**src/rtl/compute_mode_hs.sv**
```systemverilog
module compute_mode_hs #(
  parameter int DW = 32
) (
  input  logic          clk,
  input  logic          rst_n,
  input  logic          wr_en,
  input  logic [DW-1:0] wr_data,
  output logic [DW-1:0] rd_data,
  input  logic          vec_fetch,
  output logic          mode_req,
  input  logic          plat_rdy
);
  localparam int REQ_B = 0;
  localparam int ACK_B = 1;
  localparam int WOI_B = 2;
  localparam int PAD_W = DW - 3;

  typedef enum logic [1:0] {S_IDLE, S_ENTER, S_ACTIVE, S_EXIT} st_t;

  st_t  st_q;
  logic req_q, woi_q, ack_q;
  logic hw_clr;

  assign hw_clr = woi_q & vec_fetch;

  always_ff @(posedge clk or negedge rst_n) begin
    if (!rst_n) begin
      req_q <= 1'b0;
      woi_q <= 1'b0;
    end else begin
      if (wr_en) woi_q <= wr_data[WOI_B];
      if (hw_clr)     req_q <= 1'b0;
      else if (wr_en) req_q <= wr_data[REQ_B];
    end
  end

  always_ff @(posedge clk or negedge rst_n) begin
    if (!rst_n) begin
      st_q  <= S_IDLE;
      ack_q <= 1'b0;
    end else begin
      unique case (st_q)
        S_IDLE:   if (req_q) st_q <= S_ENTER;
        S_ENTER:
          if (!req_q) st_q <= S_EXIT;
          else if (plat_rdy) begin
            st_q  <= S_ACTIVE;
            ack_q <= 1'b1;
          end
        S_ACTIVE: if (!req_q) st_q <= S_EXIT;
        S_EXIT:
          if (plat_rdy) begin
            st_q  <= S_IDLE;
            ack_q <= 1'b0;
          end
        default:  st_q <= S_IDLE;
      endcase
    end
  end

  assign mode_req = (st_q == S_ENTER) || (st_q == S_ACTIVE);
  assign rd_data  = {{PAD_W{1'b0}}, woi_q, ack_q, req_q};

  logic unused_ok;
  assign unused_ok = ^{wr_data[DW-1:WOI_B+1], wr_data[ACK_B]};
endmodule

```
**config.mk**
```make
export PLATFORM = sky130hd
export DESIGN_NAME = compute_mode_hs
export DESIGN_NICKNAME = d
export VERILOG_FILES = /design/src/rtl/compute_mode_hs.sv
export SDC_FILE = /design/constraint.sdc
export NUM_CORES = 1
export LEC_CHECK = 0
export BUFFER_PORTS_ARGS = -buffer_cell sky130_fd_sc_hd__buf_2
export CAP_MARGIN = 10
export CORE_UTILIZATION = 32
export DETAILED_ROUTE_END_ITERATION = 7
export PLACE_DENSITY = 0.78
export SLEW_MARGIN = 15
export SYNTH_ARGS = -nofsm -noshare
export SYNTH_HDL_FRONTEND = slang
export SYNTH_SLANG_ARGS = --single-unit
```
**constraint.sdc**
```tcl
create_clock -name clk -period 2 [get_ports clk]
set_input_delay 0.1 -clock clk [delete_from_list [all_inputs] [get_ports clk]]
set_output_delay 0.1 -clock clk [all_outputs]
set_load 0.01 [all_outputs]
```
======== Word level (Yosys, flattened, before mapping) ========
Cells that the tools add are included.
word-level totals
  register bits after elaboration ......... 5
  logic and storage cells ................. 32
  output and inout bits ................... 33
  bits in read-only memories .............. 0
  memories kept ........................... 0
  input bits .............................. 37
  latch bits .............................. 0
  bits in writable memories ............... 0
cells by class
  muxes and demuxes ....................... 12
  $mul .................................... 0
  equality and inequality tests ........... 9
  order comparisons ....................... 0
  shift operators ......................... 0
  reduce and logical (&&, ||, !) cells .... 6
  bitwise operators ....................... 1
  div/mod/pow operators ................... 0
  add/subtract/negate cells ............... 0
operators with widths
  operator              number
  $mux W2               5
  $ne A2 B2 Y1 const B  5
  $pmux W2 S4           1
  $reduce_and A4 Y1     2
  $mux W1               5
  $eq A2 B2 Y1 const B  2
  $reduce_bool A2 Y1    2
  $ne A3 B3 Y1 const B  1
  $eq A2 B1 Y1 const B  1
  $logic_not A2 Y1      1
  $pmux W1 S2           1
  $and A1 B1 Y1         1
  $logic_or A1 B1 Y1    1

======== Depth between registers and ports, before layout ========
  depth after elaboration ................. 3
  gate-level depth with buffers ........... 6
  depth with buffers taken out ............ 6

======== Least setup slack after synthesis ========
No wires, ideal clock.
  path kind ............................... flip-flop to flip-flop
  start point ............................. reg st_q[0]
  end point ............................... reg st_q[1]
  cell stages (with the launch flop) ...... 7
  library setup time ...................... 0.125 ns
  path buffers ............................ 0
  path slack .............................. 0.533 ns
  data arrival time ....................... 1.342 ns
  period minus slack after synthesis ...... 1.467 ns
  required time ........................... 1.875 ns
  cell sequence ........................... dfrtp_1 > inv_1 > ha_1 > inv_1 > o22ai_1 > nand2b_1 > mux2_4
between the ends
  longest elaborated chain between the ends .. 3
  elaborated cells on any way between the ends .. 10
  classes of those cells .................. eq/ne: 7; mux: 1; reduce/logical: 2
RTL lines
  what                                                           RTL line  RTL
  start: declaration                                             20        st_t st_q;
  start signal: assignment                                       39        st_q <= S_IDLE;
  start signal: assignment                                       43        S_IDLE: if (req_q) st_q <= S_ENTER;
  start signal: assignment                                       45        if (!req_q) st_q <= S_EXIT;
  $eq A2 B1 Y1, or another cell as far along                     42        unique case (st_q)
  $ne A3 B3 Y1 (no line) / $ne A2 B2 Y1 (equally long branches)  --
  $reduce_and A4 Y1 (no line)                                    --
Several ways; a longest one is shown, not always the timed one.
A chain may end at the register's enable or synchronous reset.

======== Final worst setup path ========
Same ends and word-level chain as after synthesis.

==> results.py <==
metrics = {
    "power": {
        "p_switching_uw": 266,
        "internal_power_uw": 377,
        "power_uw": 643,
        "p_leak_nw": 0.326,
        "vdd_drop_max_mv": 0.374,
        "power.share.clock_pct": 18.1,
        "seq_power_share_pct": 28.2,
        "power.density_mw_per_mm2": 1130,
        "netSwitchingFraction_pct": 41.4,
        "p_comb_share_pct": 53.7,
    },
    "yosys": {
        "yosysSeqAreaShare_pct": 21.3,
        "synth_warnings": 0,
        "synth.avg_cell_area_um2": 8.91,
        "async_flop_share_pct": 100,
        "synthCells": 66,
        "synth_top_area_cell": "buf_4",
        "synth_top_cells_by_count": "32 x buf_4, 6 x ha_1, 5 x dfrtp_1",
        "yosysMostFrequentCell": "buf_4",
        "yosys.area.top_type_share_pct": 40.9,
        "syn-cell-area_um2": 588,
        "synth_area_leaders": "buf_4 41%, dfrtp_1 21%, ha_1 13%",
        "synth_cell_types": 21,
        "ys.flop_type": "dfrtp_1",
        "ys_ff_latch": 5,
        "synth_edf_count": 0,
    },
    "timing": {
        "finalHoldViolCount": 0,
        "clock_skew_ns": 0.000235,
        "timing.fmax_mhz": 630,
        "finalSetupViolations": 0,
        "rsz0062_at_grt": "no",
        "fin_crit_sh_pct": 79.3,
        "min_period_ns": 1.59,
        "finalMaxSlewViolations": 0,
        "tns_ns": 0,
    },
    "final_layout": {
        "syn_to_final_growth_pct": -2.98,
        "nNetsFinal": 121,
        "seqCellArea_um2": 125,
        "fill_cells": 194,
        "drive_above_1_share_pct": 20.8,
        "multi_input_area_um2": 313,
        "final_util_pct": 33.0,
        "fin_cells": 102,
        "antenna_cells": 0,
        "fin_area_um2": 571,
    },
    "floorplanning": {
        "dieArea_mm2": 0.00201,
        "die_h_um": 44.9,
        "core_area_mm2": 0.00173,
        "design.portCount": 70,
        "num_rows": 15,
        "fp.dieW_um": 44.9,
        "initial_core_util_pct": 34.1,
    },
    "detailed_routing": {
        "drtAntennaViolNets": 0,
        "first_pass_iters": 4,
        "vias_per_cell": 3.52,
        "wl_um": 708,
        "wl_per_cell_um": 6.94,
        "drc": 0,
        "drtIter0Drc": 5,
        "num_vias": 359,
    },
    "cts": {
        "cts_max_path_buffers": 2,
        "htreeDepth": 1,
        "clkSinkCount": 5,
        "clk_latency_ns": 0.24,
        "path_clk_slew_ns": 0.04,
        "postCtsSetupRepairBufs": 0,
        "numCtsBuffers": 3,
        "cts_tree": "yes",
        "cts_resized": 0,
        "root_buffer": "clkbuf_4",
    },
    "grt": {
        "grt_pass1_vias": 268,
        "grt_use_met3_pct": 3.60,
        "grtUsageTotal_pct": 7.62,
        "grt_start_max_net_pins": 7,
        "grt_pass1_wl_mm": 1.07,
        "grt_overflow": 0,
        "antenna_found_initial": 0,
        "use_met2_pct": 12.1,
        "met1_usage_pct": 7.90,
        "grt-busiest-layer": "met2",
    },
    "setup_path": {
        "critical_path_class": "register to register",
        "r2r-end": "st_q[1]",
        "worst_ep_required_time_ns": 2.12,
        "endpoint_kind": "register",
        "arrival_ns": 1.71,
        "critPathLaunchType": "register",
        "rrSetupSlack_ns": 0.41,
        "reg2reg_depth": 6,
        "timing.rr.start": "st_q[0]",
        "cp_max_fo": 5,
    },
    "min_path": {
        "hold-path-cell-count": 2,
        "min_from": "vec_fetch",
        "holdPathEnd": "req_q",
        "hp-class": "input pin to register",
    },
    "flow_run": {
        "maxCapViolCount": 0,
    },
    "placement": {
        "placedCellCount": 97,
        "gp_congestion": 0.707,
        "dpl_cell_area_um2": 534,
        "post-dp-hpwl_um": 578,
        "portBuffers": 10,
    },
    "status": {
        "outcome": "finished, final reports clean",
    },
}
## layer usage
| layer | routed length [um] | vias to the layer above |
|---|---|---|
| met5 | 0 | - |
| met4 | 0 | 0 |
| met3 | 65 | 0 |
| met2 | 343 | 25 |
| met1 | 299 | 165 |
| li1 | - | 169 |
## layout make-up
cell class / count / area share (%)
multi-input combinational: 53 / 54.8
sequential: 5 / 21.9
timing repair buffer: 11 / 10.5
tap: 25 / 5.48
clock buffer: 4 / 4.61
inverter: 4 / 2.63
## placed cells by master, fill, tap and decap left out, drive strengths merged
cell type | netlist | routed
nor2b | 1 | 1
nand2 | 2 | 2
nand2b | 2 | 2
conb | 1 | 29
dfrtp | 5 | 5
and4b | 1 | 1
dlygate4sd3 | 0 | 1
a211oi | 1 | 1
mux2 | 2 | 2
o21ai | 2 | 2
or2b | 1 | 1
o22ai | 1 | 1
nor2 | 1 | 1
inv | 4 | 4
a21oi | 1 | 1
mux2i | 1 | 1
clkbuf | 0 | 4
nor3 | 1 | 1
ha | 6 | 6
buf | 32 | 10
a31oi | 1 | 1
## power by group through the flow
stage	Sequential [mW]	Combinational [mW]	Clock (mW)
2_1_floorplan	0.169	0.333	0
3_3_place_gp	0.179	0.337	0
3_5_place_dp	0.183	0.344	0
4_1_cts	0.181	0.348	0.122
5_1_grt	0.188	0.395	0.129
6_report	0.181	0.345	0.117
## stage by stage
step / hold slack [ns] / worst slack, ns
6_report: 0.0255 / 0.413
5_1_grt: 0.0415 / 0.307
4_1_cts: 0.0187 / 0.412
3_5_place_dp: -0.0830 / 0.430
3_3_place_gp: -0.0860 / 0.440
2_1_floorplan: -0.196 / 0.533
## critical path, stage by stage, from the launching register on
cell      delay (ns)
dfrtp_1         0.43
inv_1           0.18
ha_1            0.17
inv_1           0.04
o22ai_1         0.17
nand2b_1        0.18
mux2_4          0.30
## cells by family (layout without fill, tap and decap cells)
family,after synthesis,after routing,synth area share (%)
and+or+nand+nor,9,9,8.94
other,1,29,0.638
adders and majority gates,6,6,12.8
buffers and inverters,36,19,43.4
AOI/OAI and AO/OA,6,6,6.81
DFF,5,5,21.3
muxes,3,3,6.17
## state kept, by name, summed over array words and instances (netlist names)
signal,cells
ack_q,1
req_q,1
st_q,2
woi_q,1
## worst max path at each step
stage,from,end,depth (start not counted)
after floorplan,st_q[0],st_q[1],6
final,st_q[0],st_q[1],6
after CTS,st_q[0],st_q[1],6
after detailed placement,st_q[0],st_q[1],6
after global placement,st_q[0],st_q[1],6
after global routing,st_q[0],st_q[1],6
## timing repair
item	CTS	global route
endpoints found under the hold margin	5	0
setup endpoints to repair	0	0
hold buffers	1	0
(Power assumes the default switching activity.)
